### config.mk
export PLATFORM = sky130hd
export DESIGN_NAME = ddr_frame_deser
export DESIGN_NICKNAME = d
export VERILOG_FILES = /design/src/rtl/ddr_deser_pkg.sv /design/src/rtl/ddr_deser_ctrl.sv /design/src/rtl/ddr_deser_datapath.sv /design/src/rtl/ddr_frame_deser.sv
export SDC_FILE = /design/constraint.sdc
export NUM_CORES = 1
export LEC_CHECK = 0
export BUFFER_PORTS_ARGS = -buffer_cell sky130_fd_sc_hd__buf_4
export CORE_ASPECT_RATIO = 0.8
export CORE_MARGIN = 1
export CORE_UTILIZATION = 50
export DETAILED_ROUTE_END_ITERATION = 6
export PLACE_DENSITY = 0.73
export SLEW_MARGIN = 30
export SYNTH_ARGS = -nofsm -noshare
export SYNTH_HDL_FRONTEND = slang
export SYNTH_HIERARCHICAL = 1
export SYNTH_SLANG_ARGS = --single-unit
export TNS_END_PERCENT = 1
### constraint.sdc
create_clock -name bitClk -period 2.3 [get_ports bitClk]
set_input_delay 0.46 -clock bitClk [delete_from_list [all_inputs] [get_ports bitClk]]
set_output_delay 0.46 -clock bitClk [all_outputs]
set_load 0.01 [all_outputs]
### src/rtl/ddr_deser_pkg.sv
package ddr_deser_pkg;

  // Strobes passed from the frame control to the lane datapath.
  typedef struct packed {
    logic frameStart;  // frame-clock rise seen at this rising bit-clock edge
    logic emit;        // latch completed words (a prior boundary exists)
  } ctrlStrobe_t;

endpackage

### src/rtl/ddr_deser_ctrl.sv
module ddr_deser_ctrl
  import ddr_deser_pkg::*;
#(
  parameter int PAIRS = 6
) (
  input  logic        bitClk,
  input  logic        rstN,
  input  logic        frameClk,
  output ctrlStrobe_t strobes,
  output logic        wordValid,
  output logic        wordMisaligned
);

  localparam int CW = $clog2(PAIRS + 1) + 1;
  localparam logic [CW-1:0] CNT_MAX = '1;
  localparam logic [CW-1:0] LAST_PAIR = CW'(PAIRS - 1);

  logic          frameQ;
  logic          seenFrame;
  logic [CW-1:0] pairCnt;

  always_comb begin
    strobes.frameStart = frameClk & ~frameQ;
    strobes.emit       = strobes.frameStart & seenFrame;
  end

  always_ff @(posedge bitClk) begin
    if (!rstN) begin
      frameQ         <= 1'b1;  // a high level at release is not an edge
      seenFrame      <= 1'b0;
      pairCnt        <= '0;
      wordValid      <= 1'b0;
      wordMisaligned <= 1'b0;
    end else begin
      frameQ         <= frameClk;
      wordValid      <= strobes.emit;
      wordMisaligned <= strobes.emit && (pairCnt != LAST_PAIR);
      if (strobes.frameStart) begin
        seenFrame <= 1'b1;
        pairCnt   <= '0;
      end else if (pairCnt != CNT_MAX) begin
        pairCnt <= pairCnt + 1'b1;
      end
    end
  end

  // the strobe lasts one cycle
  p_valid_single_r4: assert property (@(posedge bitClk) disable iff (!rstN)
    wordValid |=> !wordValid);

  // the strobe only follows a detected frame edge
  p_valid_after_edge_r4: assert property (@(posedge bitClk) disable iff (!rstN)
    wordValid |-> $past(strobes.frameStart));

  // the flag never stands alone
  p_flag_with_valid_r6: assert property (@(posedge bitClk) disable iff (!rstN)
    wordMisaligned |-> wordValid);

  // the first boundary is silent
  p_first_edge_silent_r5: assert property (@(posedge bitClk) disable iff (!rstN)
    (strobes.frameStart && !seenFrame) |=> !wordValid);

endmodule

### src/rtl/ddr_deser_datapath.sv
module ddr_deser_datapath
  import ddr_deser_pkg::*;
#(
  parameter int CHANNELS  = 8,
  parameter int WORD_BITS = 12
) (
  input  logic                          bitClk,
  input  logic                          rstN,
  input  logic [CHANNELS-1:0]           serialIn,
  input  ctrlStrobe_t                   strobes,
  output logic [CHANNELS*WORD_BITS-1:0] wordOut
);

  localparam int SHIFT_BITS = WORD_BITS - 2;

  for (genvar ch = 0; ch < CHANNELS; ch++) begin : g_lane
    logic                  riseBit;
    logic                  fallBit;
    logic [SHIFT_BITS-1:0] shiftReg;
    logic [WORD_BITS-1:0]  wordReg;

    always_ff @(negedge bitClk) begin
      fallBit <= serialIn[ch];
    end

    always_ff @(posedge bitClk) begin
      riseBit  <= serialIn[ch];
      shiftReg <= {shiftReg[SHIFT_BITS-3:0], riseBit, fallBit};
    end

    always_ff @(posedge bitClk) begin
      if (!rstN) begin
        wordReg <= '0;
      end else if (strobes.emit) begin
        wordReg <= {shiftReg, riseBit, fallBit};
      end
    end

    assign wordOut[ch*WORD_BITS +: WORD_BITS] = wordReg;
  end

  // words hold between emits
  p_hold_between_r7: assert property (@(posedge bitClk) disable iff (!rstN)
    !strobes.emit |=> $stable(wordOut));

  // a boundary without a prior frame leaves the words untouched
  p_first_edge_hold_r5: assert property (@(posedge bitClk) disable iff (!rstN)
    (strobes.frameStart && !strobes.emit) |=> $stable(wordOut));

endmodule

### src/rtl/ddr_frame_deser.sv
module ddr_frame_deser
  import ddr_deser_pkg::*;
#(
  parameter int CHANNELS  = 8,
  parameter int WORD_BITS = 12
) (
  input  logic                          bitClk,
  input  logic                          rstN,
  input  logic                          frameClk,
  input  logic [CHANNELS-1:0]           serialIn,
  output logic [CHANNELS*WORD_BITS-1:0] wordOut,
  output logic                          wordValid,
  output logic                          wordMisaligned
);

  localparam int PAIRS = WORD_BITS / 2;

  ctrlStrobe_t strobes;

  ddr_deser_ctrl #(.PAIRS(PAIRS)) u_ctrl (
    .bitClk         (bitClk),
    .rstN           (rstN),
    .frameClk       (frameClk),
    .strobes        (strobes),
    .wordValid      (wordValid),
    .wordMisaligned (wordMisaligned)
  );

  ddr_deser_datapath #(.CHANNELS(CHANNELS), .WORD_BITS(WORD_BITS)) u_data (
    .bitClk   (bitClk),
    .rstN     (rstN),
    .serialIn (serialIn),
    .strobes  (strobes),
    .wordOut  (wordOut)
  );

  // quiet outputs during reset
  p_reset_quiet_r8: assert property (@(posedge bitClk)
    $past(!rstN) && !rstN |-> (!wordValid && !wordMisaligned && wordOut == '0));

endmodule

==> impl_metrics.py <==
metrics = {
    "worst_hold_path": {
        "hp-start": "serialIn[7]",
        "worstHoldPathType": "in -> reg",
        "hold-path-endpoint": "u_data/g_lane[7].riseBit$_DFF_P_",
        "hold_depth": 1,
    },
    "floorplanning": {
        "coreArea_um2": 11600,
        "start_util_pct": 51.5,
        "die_h_um": 99.6,
        "row_count": 35,
        "io_pins": 109,
        "fp.dieW_um": 124,
        "dieArea_um2": 12300,
    },
    "grt": {
        "grt_pass1_vias": 3267,
        "grt_max_degree": 54,
        "grt_pass1_wl_um": 15800,
        "grt_overflow": 0,
        "antenna_found_initial": 0,
        "track_usage_pct": 16.6,
    },
    "timing": {
        "hold_viol_final": 0,
        "rsz0062_at_grt": "false",
        "setup_tns_ps": 0,
        "fin_worst_skew_ps": 42.8,
        "drv_slew": 0,
        "setup_slack_ps": 490,
        "tightest_slew_ps": 468,
        "setup_viol_count_final": 0,
        "slew-limit-headroom_pct": 68.8,
    },
    "worst_setup_path": {
        "regToRegStartpoint": "u_data/g_lane[2].fallBit$_DFF_N_",
        "critical-path-max-stage-delay_ps": 320,
        "cp_slowest_cell": "dfxtp_1",
        "end_kind": "flip-flop",
        "required_ps": 2600,
        "path_delay_family": "flip-flops",
        "crit_buf_inv": 0,
        "reg2reg_to": "u_data/g_lane[2].wordReg[0]$_SDFFE_PN0P_",
        "cp-start-kind": "flip-flop",
        "path_cells": "mux2i_1 -> nor2b_1",
        "critical_path_class": "reg -> reg",
        "worstPathArrival_ps": 2110,
        "cp_max_fo": 2,
        "r2r_setup_slack_ps": 490,
        "reg2reg_depth": 2,
    },
    "routing": {
        "drtPass1Iterations": 4,
        "vias": 3297,
        "wire_per_inst_um": 13.6,
        "drtIter0Drc": 160,
        "drc": 0,
        "ant_nets": 0,
        "wl_um": 9770,
        "via_per_inst": 4.60,
    },
    "power": {
        "leakage_uw": 0.00290,
        "seqPwrFrac_pct": 53.6,
        "swShare_pct": 21.6,
        "pwr-share-clk_pct": 44.2,
        "internal_power_uw": 5300,
        "vdd_ir_drop_max_mv": 0.729,
        "p_switching_uw": 1460,
        "combPwrFrac_pct": 2.2,
        "p_per_area_nw_per_um2": 907,
    },
    "cts": {
        "numCtsBuffers": 17,
        "clockRootBuffer": "clkbuf_16",
        "cts_buffer_depth": 2,
        "htree_levels": 4,
        "clk_pin_slew_ps": 70,
        "insertion_delay_ps": 450,
        "cts_tree": "built",
        "cts_hold_buffers": 0,
        "cts.sinks": 200,
        "cts_setup_buffers": 0,
        "cts_resized": 0,
    },
    "place": {
        "io_buffers": 108,
        "dpl_cell_area_um2": 6830,
        "dp.cells": 678,
        "hpwl_um": 6470,
        "gp_congestion": 0.713,
        "dpl_worst_slack_ps": 454,
    },
    "finish": {
        "diodes": 0,
        "final_area_um2": 7460,
        "area_growth_pct": 25.3,
        "final_cell_mix": "200 x dfxtp_1, 110 x buf_4, 98 x nor2b_1",
        "num-nets-final": 569,
        "final_common_cell": "dfxtp_1",
        "final_core_util_pct": 64.5,
        "drive_above_1_share_pct": 26.4,
        "fin_cells": 717,
    },
    "yosys": {
        "avgSynthCellArea_um2": 13.5,
        "synth_edf_count": 0,
        "synth.distinct_cells": 28,
        "seq_area_frac_synth_pct": 67.3,
        "synth_seq_cells": 200,
        "netlist_instances": 440,
        "synthArstFlopShare_pct": 0,
        "yosys_warnings": 6,
        "synth_nets": 453,
        "synth.cell_area_um2": 5950,
        "synthFlopType": "dfxtp_1",
    },
    "job": {
        "drv_cap": 0,
    },
    "outcome": {
        "outcome": "complete, no violations",
    },
}
## state kept, by name, indices dropped and copies added (netlist names)
| register | count |
|---|---|
| u_ctrl/seenFrame | 1 |
| u_ctrl/wordValid | 1 |
| u_data/g_lane.fallBit | 8 |
| u_data/g_lane.wordReg | 96 |
| u_data/g_lane.shiftReg | 80 |
| u_ctrl/wordMisaligned | 1 |
| u_ctrl/frameQ | 1 |
| u_data/g_lane.riseBit | 8 |
| u_ctrl/pairCnt | 4 |
## power groups by stage
| stage | logic [uW] | registers [uW] | clock network, uW |
|---|---|---|---|
| CTS | 150 | 3630 | 3070 |
| finish | 148 | 3630 | 2990 |
| detailed placement | 150 | 3710 | 24.1 |
| floorplan | 94.0 | 3690 | 24.1 |
| global placement | 146 | 3700 | 24.1 |
| global route | 161 | 3640 | 3230 |
## routing by layer
metal  part of all wire [%]  up-vias  routed length, um  track usage (%)
li1                       -     1685                  -                -
met1                     47     1533               4600             21.2
met2                     45       71               4380             25.5
met3                    7.1        8                693             6.25
met4                   0.97        0                 95             6.59
met5                      0        -                  0                0
## cells in the mapped netlist, drive strengths merged (2+ instances only)
library cell | instances | share of area (%)
dfxtp | 200 | 67
nor2b | 98 | 10
mux2i | 96 | 16
buf | 13 | 2.6
clkbuf | 10 | 0.65
inv | 3 | 0.19
a211oi | 2 | 0.25
a31o | 2 | 0.29
and3 | 2 | 0.29
ha | 2 | 0.42
nand4 | 2 | 0.21
## how the worst max path moves through the flow
stage	cells past startpoint	to	startpoint	slack [ps]
CTS	2	u_data/g_lane[4].wordReg[0]$_SDFFE_PN0P_	u_data/g_lane[4].fallBit$_DFF_N_	490
global placement	1	u_data/g_lane[2].fallBit$_DFF_N_	serialIn[2]	470
floorplan	2	u_data/g_lane[3].wordReg[0]$_SDFFE_PN0P_	u_data/g_lane[3].fallBit$_DFF_N_	590
global route	2	u_data/g_lane[4].wordReg[0]$_SDFFE_PN0P_	u_data/g_lane[4].fallBit$_DFF_N_	440
detailed placement	6	u_data/g_lane[3].wordReg[5]$_SDFFE_PN0P_	frameClk	450
finish	2	u_data/g_lane[2].wordReg[0]$_SDFFE_PN0P_	u_data/g_lane[2].fallBit$_DFF_N_	490
## layout make-up
cell class / instances / area, um2
clock inverter: 21 / 168
sequential: 200 / 4000
tap: 148 / 185
fill: 891 / 4100
timing repair buffer: 113 / 886
clock buffer: 19 / 464
multi-input combinational: 214 / 1750
inverter: 2 / 7.51
## stage by stage
| stage | power (uW) | hold slack, ps |
|---|---|---|
| 6_report | 6760 | 153 |
| 5_1_grt | 7030 | 132 |
| 3_5_place_dp | 3880 | 336 |
| 2_1_floorplan | 3810 | 331 |
| 4_1_cts | 6840 | 138 |
| 3_3_place_gp | 3870 | 334 |
## logic make-up after synthesis
logic type,count (synthesis),synth area share [%]
AND/OR/NAND/NOR,108,11.5
adder cells (fa/ha/maj),2,0.420
AO/OA/AOI/OAI,8,1.22
flip-flops,200,67.3
multiplexers,96,16.1
buffers and inverters,26,3.47
Note: power is estimated with default switching activity, not from simulation.
